==> src/rtl/wl_slice_pkg.sv <==
package wl_slice_pkg;
  localparam int MS_W   = 2;
  localparam int MID_W  = 3;
  localparam int LS_W   = 3;
  localparam int ACT_W  = MS_W + MID_W + LS_W;
  localparam int SL_MAX = 3;
  localparam int CNT_W  = SL_MAX;

  typedef enum logic [2:0] {
    ST_IDLE, ST_RST, ST_PH, ST_SMP, ST_HOLD, ST_DONE
  } seqState_e;

  typedef struct packed {
    logic             loadAct;
    logic             pulseEn;
    logic [1:0]       sliceIdx;
    logic [CNT_W-1:0] cnt;
  } seqCtrl_s;

  function automatic logic [CNT_W-1:0] lastCnt(input logic [1:0] idx);
    case (idx)
      2'd0:    lastCnt = CNT_W'((1 << MS_W) - 1);
      2'd1:    lastCnt = CNT_W'((1 << MID_W) - 1);
      default: lastCnt = CNT_W'((1 << LS_W) - 1);
    endcase
  endfunction
endpackage

==> src/rtl/wl_slice_ctrl.sv <==
module wl_slice_ctrl
  import wl_slice_pkg::*;
(
  input  logic       clk,
  input  logic       rst,
  input  logic       start,
  output seqCtrl_s   ctrl,
  output logic       capReset,
  output logic       adcSample,
  output logic       accHold,
  output logic [1:0] scaleSel,
  output logic       done
);
  seqState_e        state, stateNxt;
  logic [1:0]       idx, idxNxt;
  logic [CNT_W-1:0] cnt, cntNxt;

  always_comb begin
    stateNxt = state;
    idxNxt   = idx;
    cntNxt   = cnt;
    case (state)
      ST_IDLE: if (start) begin
        stateNxt = ST_RST;
        idxNxt   = 2'd0;
      end
      ST_RST: begin
        stateNxt = ST_PH;
        cntNxt   = '0;
      end
      ST_PH: begin
        if (cnt == lastCnt(idx)) begin
          if (idx == 2'd1) begin
            stateNxt = ST_HOLD;
            idxNxt   = 2'd2;
          end else begin
            stateNxt = ST_SMP;
          end
        end else begin
          cntNxt = cnt + 1'b1;
        end
      end
      ST_SMP: begin
        if (idx == 2'd0) begin
          stateNxt = ST_HOLD;
          idxNxt   = 2'd1;
        end else begin
          stateNxt = ST_DONE;
        end
      end
      ST_HOLD: begin
        stateNxt = ST_PH;
        cntNxt   = '0;
      end
      ST_DONE: stateNxt = ST_IDLE;
      default: stateNxt = ST_IDLE;
    endcase
  end

  always_ff @(posedge clk) begin
    if (rst) begin
      state <= ST_IDLE;
      idx   <= '0;
      cnt   <= '0;
    end else begin
      state <= stateNxt;
      idx   <= idxNxt;
      cnt   <= cntNxt;
    end
  end

  always_comb begin
    ctrl.loadAct  = (state == ST_IDLE) && start;
    ctrl.pulseEn  = (state == ST_PH);
    ctrl.sliceIdx = idx;
    ctrl.cnt      = cnt;
    capReset      = (state == ST_RST);
    adcSample     = (state == ST_SMP);
    accHold       = (state == ST_HOLD);
    done          = (state == ST_DONE);
    scaleSel      = (state == ST_IDLE || state == ST_DONE) ? 2'd0 : idx;
  end
endmodule

==> src/rtl/wl_slice_dp.sv <==
module wl_slice_dp
  import wl_slice_pkg::*;
#(
  parameter int NUM_ROWS = 4,
  parameter int REPL     = 4
) (
  input  logic                      clk,
  input  logic                      rst,
  input  seqCtrl_s                  ctrl,
  input  logic [NUM_ROWS*ACT_W-1:0] actIn,
  output logic [NUM_ROWS*REPL-1:0]  wordLine
);
  localparam int LS_LO  = 0;
  localparam int MID_LO = LS_W;
  localparam int MS_LO  = LS_W + MID_W;

  logic [NUM_ROWS*ACT_W-1:0] actReg;

  always_ff @(posedge clk) begin
    if (rst)               actReg <= '0;
    else if (ctrl.loadAct) actReg <= actIn;
  end

  for (genvar r = 0; r < NUM_ROWS; r++) begin : g_row
    logic [ACT_W-1:0]  act;
    logic [SL_MAX-1:0] sliceVal;
    logic              rowOn;

    assign act = actReg[r*ACT_W +: ACT_W];

    always_comb begin
      case (ctrl.sliceIdx)
        2'd0:    sliceVal = SL_MAX'(act[MS_LO +: MS_W]);
        2'd1:    sliceVal = SL_MAX'(act[MID_LO +: MID_W]);
        default: sliceVal = SL_MAX'(act[LS_LO +: LS_W]);
      endcase
      rowOn = ctrl.pulseEn && (ctrl.cnt < sliceVal);
    end

    assign wordLine[r*REPL +: REPL] = {REPL{rowOn}};
  end
endmodule

==> src/rtl/wl_slice_seq.sv <==
module wl_slice_seq
  import wl_slice_pkg::*;
#(
  parameter int NUM_ROWS = 4,
  parameter int REPL     = 4
) (
  input  logic                      clk,
  input  logic                      rst,
  input  logic                      start,
  input  logic [NUM_ROWS*ACT_W-1:0] actIn,
  output logic [NUM_ROWS*REPL-1:0]  wordLine,
  output logic                      capReset,
  output logic                      adcSample,
  output logic                      accHold,
  output logic [1:0]                scaleSel,
  output logic                      done
);
  seqCtrl_s ctrl;

  wl_slice_ctrl u_ctrl (
    .clk(clk), .rst(rst), .start(start), .ctrl(ctrl),
    .capReset(capReset), .adcSample(adcSample), .accHold(accHold),
    .scaleSel(scaleSel), .done(done)
  );

  wl_slice_dp #(.NUM_ROWS(NUM_ROWS), .REPL(REPL)) u_dp (
    .clk(clk), .rst(rst), .ctrl(ctrl), .actIn(actIn), .wordLine(wordLine)
  );
endmodule

==> config.mk <==
export PLATFORM = sky130hd
export DESIGN_NAME = wl_slice_seq
export DESIGN_NICKNAME = d
export VERILOG_FILES = /design/src/rtl/wl_slice_pkg.sv /design/src/rtl/wl_slice_ctrl.sv /design/src/rtl/wl_slice_dp.sv /design/src/rtl/wl_slice_seq.sv
export SDC_FILE = /design/constraint.sdc
export NUM_CORES = 1
export LEC_CHECK = 0
export ABC_AREA = 1
export CAP_MARGIN = 15
export CORE_MARGIN = 10
export CORE_UTILIZATION = 30
export DETAILED_ROUTE_END_ITERATION = 6
export SLEW_MARGIN = 10
export SYNTH_ARGS = -nofsm -noshare
export SYNTH_HDL_FRONTEND = slang
export SYNTH_SLANG_ARGS = --single-unit
==> constraint.sdc <==
create_clock -name clk -period 2.6 [get_ports clk]
set_input_delay 0.39 -clock clk [delete_from_list [all_inputs] [get_ports clk]]
set_output_delay 0.39 -clock clk [all_outputs]
set_load 0.01 [all_outputs]
# After elaboration in Yosys (flattened, before gate mapping)
# Cells that the tools add are included.
[totals]
output_inout_bits = 22
input_bits = 35
wordCells = 54
register_bits = 40
[op_classes]
addsub = 1
order_cmp = 4
n_reduce_logical = 14
n_eq_ne = 12
mux = 19
[ops]
columns = ["op", "n"]
rows = [
  ["$pmux W3 S2", 5],
  ["$mux W3", 6],
  ["$lt A3 B3 Y1", 4],
  ["$pmux W3 S4", 1],
  ["$mux W2", 5],
  ["$ne A2 B2 Y1 const B", 4],
  ["$eq A3 B2 Y1 const B", 2],
  ["$eq A3 B3 Y1 const B", 2],
  ["$pmux W2 S3", 1],
  ["$logic_and A1 B1 Y1", 5],
  ["$reduce_and A5 Y1", 1],
  ["$reduce_and A2 Y1", 2],
  ["$add A3 B1 Y3 const B", 1],
  ["$eq A3 B1 Y1 const B", 1],
  ["$eq A3 B3 Y1", 1],
  ["$logic_not A3 Y1", 1],
  ["$reduce_bool A3 Y1", 1],
  ["$eq A2 B1 Y1 const B", 1],
  ["$logic_not A2 Y1", 1],
  ["$ne A2 B1 Y1 const B", 1],
  ["$reduce_bool A2 Y1", 1],
  ["$reduce_or A2 Y1", 1],
  ["$logic_or A1 B1 Y1", 1],
  ["$mux W1", 1],
]

# Longest topological paths before layout
# Gate-level depths: netlist of the first run.
[depth]
word_depth = 6
depth_mapped = 10
ltp_nobuf = 9

# Modules after synthesis
# A second synthesis of the first run with hierarchy kept.
[hier_totals]
hier_cells = 303
hier_area_um2 = 2193.4
[modules_own_cells]
columns = ["mod", "n_inst", "cells_each", "area_per_inst_um2", "seq_area_each_um2"]
rows = [
  ["wl_slice_dp", 1, 224, 1666.6, 640.6],
  ["wl_slice_ctrl", 1, 79, 526.8, 160.2],
]

# Worst setup path after synthesis of the first run
# Ideal clock, no wire load.
[synth_path]
path_type = "flip-flop to output port"
start = "register u_ctrl.idx[1]"
end = "output port wordLine[0]"
n_path_buf = 2
required_ps = 2210
t_arrival_ps = 1672
path_stages_with_launch = 10
path_slack_ps = 538
path_cell_list = "dfxtp_1 > inv_2 > clkbuf_1 > o22ai_1 > inv_1 > ha_1 > a21oi_1 > nand2_1 > nor2_1 > buf_4"
[synth_between]
elab_chain_len = 4
elab_cells_between_ends = 5
classes_between = "order compare: 1; eq/ne: 1; mux: 1; reduce/logical: 2"
[synth_lines]
columns = ["element", "line_no", "source"]
rows = [
  ["start, declared", "wl_slice_ctrl.sv:15", "logic [1:0] idx, idxNxt;"],
  ["start signal, assigned", "wl_slice_ctrl.sv:67", "idx <= idxNxt;"],
  ["$eq A2 B1 Y1 or $logic_not A2 Y1 (tied branches)", "wl_slice_dp.sv:32", "case (ctrl.sliceIdx)"],
  ["$pmux W3 S2 *", "wl_slice_dp.sv:32", ""],
  ["$lt A3 B3 Y1 *", "wl_slice_dp.sv:37", "rowOn = ctrl.pulseEn && (ctrl.cnt < sliceVal);"],
  ["$logic_and A1 B1 Y1 *", "wl_slice_dp.sv:37", ""],
  ["end, declared", "wl_slice_seq.sv:11", "output logic [NUM_ROWS*REPL-1:0] wordLine,"],
]
# Every way passes the cells marked *; elsewhere a longest branch is shown, timed or not.

# Worst setup path in the final report of the first run
[layout_path]
start = "register u_ctrl.idx[0]"
end = "output port wordLine[8]"
# The elaborated chain is that of the path after synthesis.

==> qor.yml, run 1 <==
global_route:
  grt_pass1_wl_um: 9480
  grt_usage_pct: 10.4
  grt_pass1_vias: 1953
  grt_max_degree: 45
  antenna_found_initial: 0
  overflow: 0
synthesis:
  synth_common_cells: "nand2_1 (55), a21oi_1 (40), dfxtp_1 (40), nand3_1 (31), inv_1 (25)"
  seq_area_frac_synth_pct: 37.9
  synthCells: 294
  synth_area_um2: 2110
  synth.most_common_cell: "nand2_1"
  synthesis.nets: 338
  synth_mux_area_share_pct: 0
  synth-simple-area-share_pct: 27.1
  synth_top_family_by_area: "simple AND/OR/NAND/NOR gates"
  dominantRegCellSynth: "dfxtp_1"
  synth_top_area_share_pct: 37.9
  synthAdderAreaFrac_pct: 5.33
  synth_compound_area_share_pct: 15.9
  yosysWarnings: 0
  synth-seq-cells: 40
  ys_top_cells_by_area: "dfxtp_1 (38%), nand2_1 (9.8%), a21oi_1 (9.5%)"
  synth_edf_count: 0
  async_flop_share_pct: 0
  synth.distinct_cells: 26
  yosys.area.top_type: "dfxtp_1"
  synth-xor-area-share_pct: 0
  synth_area_per_cell_um2: 7.18
floorplan:
  die_h_um: 104
  core_um2: 6830
  start_util_pct: 30.9
  row_count: 30
  pin_count: 57
  die_w_um: 104
  dieArea_um2: 10800
cts:
  cts_root_buf: "clkbuf_8"
  worstSkewPairLatency_ns: 0.29
  cts.path.max_buffers: 2
  hold_buffers: 0
  htree_levels: 2
  cts_sinks: 40
  cts_buffers: 5
  postCtsSetupBuffers: 0
  clk_pin_slew_ns: 0.08
  cts_tree: "yes"
sta:
  drv_slew: 0
  worst_slack_ns: 0.156
  setup_tns_ns: 0
  timing.final.crit_share_pct: 94.0
  layout_min_cycle_time_ns: 2.44
  hold_viol: 0
  holdWs_ns: 0.461
  max_freq_ghz: 0.409
  skew_ns: 0.00757
  setup_viol: 0
  rsz0062_at_grt: "false"
  worst_slew_pin_slew_ns: 0.747
  slew_headroom_pct: 50.0
pwr:
  total_leakage_power_nw: 1.17
  fin_total_pwr_mw: 2.79
  powerDensity_nw_per_um2: 1010
  ir_drop_mv: 0.345
route:
  drt-total-wl_um: 5650
  wire_per_inst_um: 13.1
  drc_errors: 0
  viasPerCell: 4.59
  drt_iter0_drc: 122
  postRouteAntennaNets: 0
  vias: 1973
  dr.pass1.iters: 4
placed_design:
  port_buffers: 56
  pre_cts_slack_ns: 0.0953
  dpl.cell_count: 422
  place_hpwl_um: 4360
  routabilityCongestion: 0.859
  placed_area_um2: 2650
cells_and_area:
  final_util_pct: 40.4
  drive_gt1_share_pct: 10.2
  syn2layout_area_growth_pct: 30.7
  antennaDiodeCount: 0
  instances_no_fill: 430
  final_cell_area_um2: 2760
  nets: 377
worst_setup_path:
  cp_slowest_cell: "dfxtp_1"
  path_class: "register to primary output"
  cp.arrival_ns: 2.05
  cp-end-kind: "primary output"
  cp_cell_sequence: "nand2_4 > o22ai_1 > inv_1 > ha_1 > a21oi_1 > nand2_1 > nor2_1 > dlygate4sd2_1"
  crit_path_max_fanout: 10
  cpPeakStageDelay_ns: 0.47
  cp_num_buf_inv: 2
  worstPathRequired_ns: 2.21
  cp-start-kind: "register"
  cp_top_family: "flip-flops"
job:
  drv_cap: 0
hold_path:
  holdCritPathClass: "register to register"
status:
  status: "finished, final reports clean"
==> cells by family (layout without fill, tap and decap cells) <==
family          count (synthesis)  after routing
simple gates                  123            123
flops                          40             40
fa+ha+maj                       9              9
buf+inv                        59             99
compound gates                 63             63
==> power breakdown <==
group / leakage (nW) / internal, mW / total [mW] / switching [mW]
combinational: 0.791 / 0.557 / 1.42 / 0.862
sequential: 0.329 / 0.768 / 0.868 / 0.0999
clock: 0.0541 / 0.284 / 0.506 / 0.222
total: 1.17 / 1.61 / 2.79 / 1.18
==> path summary, 6_finish.rpt <==
kind	from	endpoint	slack (ns)	depth (start not counted)
setup / recovery	u_ctrl.idx[0]	wordLine[8]	0.16	8
hold / removal	u_dp.actReg[15]	u_dp.actReg[15]	0.46	2
setup reg to reg	u_ctrl.state[1]	u_dp.actReg[2]	0.55	7
hold reg to reg	u_dp.actReg[15]	u_dp.actReg[15]	0.46	2
==> worst register-to-register path, stage by stage, from the launching register on <==
cell and delay, ns:
dfxtp_1 0.37, nor2_1 0.16, inv_2 0.07, nor2_4 0.08
buf_4 0.26, nand2_2 0.48, o21ai_0 0.40, a21oi_1 0.08
==> cell usage in the layout (no fill, tap or decap), types with 9 or more instances in the layout <==
| cell | synthesis | layout |
|---|---|---|
| ha_1 | 9 | 9 |
| o21ai_1 | 10 | 10 |
| clkdlybuf4s50_1 | 0 | 40 |
| nand3_1 | 31 | 31 |
| a21oi_1 | 40 | 40 |
| inv_1 | 25 | 25 |
| nand2_1 | 55 | 55 |
| nor2_1 | 19 | 16 |
| dlygate4sd2_1 | 0 | 16 |
| dfxtp_1 | 40 | 40 |
==> state kept, by name, indices dropped and copies added, names as in the netlist <==
name and flops:
u_ctrl.state 3, u_dp.actReg 32, u_ctrl.cnt 3, u_ctrl.idx 2
==> per-layer routing <==
layer | vias up | share of wire (%) | GRT usage, %
met1 | 884 | 46 | 12.7
met3 | 8 | 6.2 | 3.35
met5 | - | 0 | 0
met2 | 51 | 46 | 17.1
li1 | 1030 | - | -
met4 | 0 | 1.5 | 2.78
==> what timing repair did <==
action | 4_1_cts | 5_1_grt
endpoints found under the setup margin | 16 | 4
endpoints found under the hold margin | 0 | 0
resized for setup | 20 | 1
==> final cells by class <==
cell class,count,area [um^2]
Clock inverter,3,42.5
Fill cell,720,4070
Timing Repair Buffer,61,578
Multi-Input combinational cell,195,1030
Inverter,30,115
Clock buffer,5,68.8
Tap cell,96,120
Sequential cell,40,801
Note: power is estimated with default switching activity, not from simulation.
==> inputs of run 2 (changes only) <==
--- a/config.mk
+++ b/config.mk
@@ -10,6 +10,7 @@
 export CORE_MARGIN = 10
 export CORE_UTILIZATION = 30
 export DETAILED_ROUTE_END_ITERATION = 6
+export GPL_ROUTABILITY_DRIVEN = 0
 export SLEW_MARGIN = 10
 export SYNTH_ARGS = -nofsm -noshare
 export SYNTH_HDL_FRONTEND = slang
==> results of run 2 <==
Same layout as run 1: the final DEF is identical, and so are final timing and power.
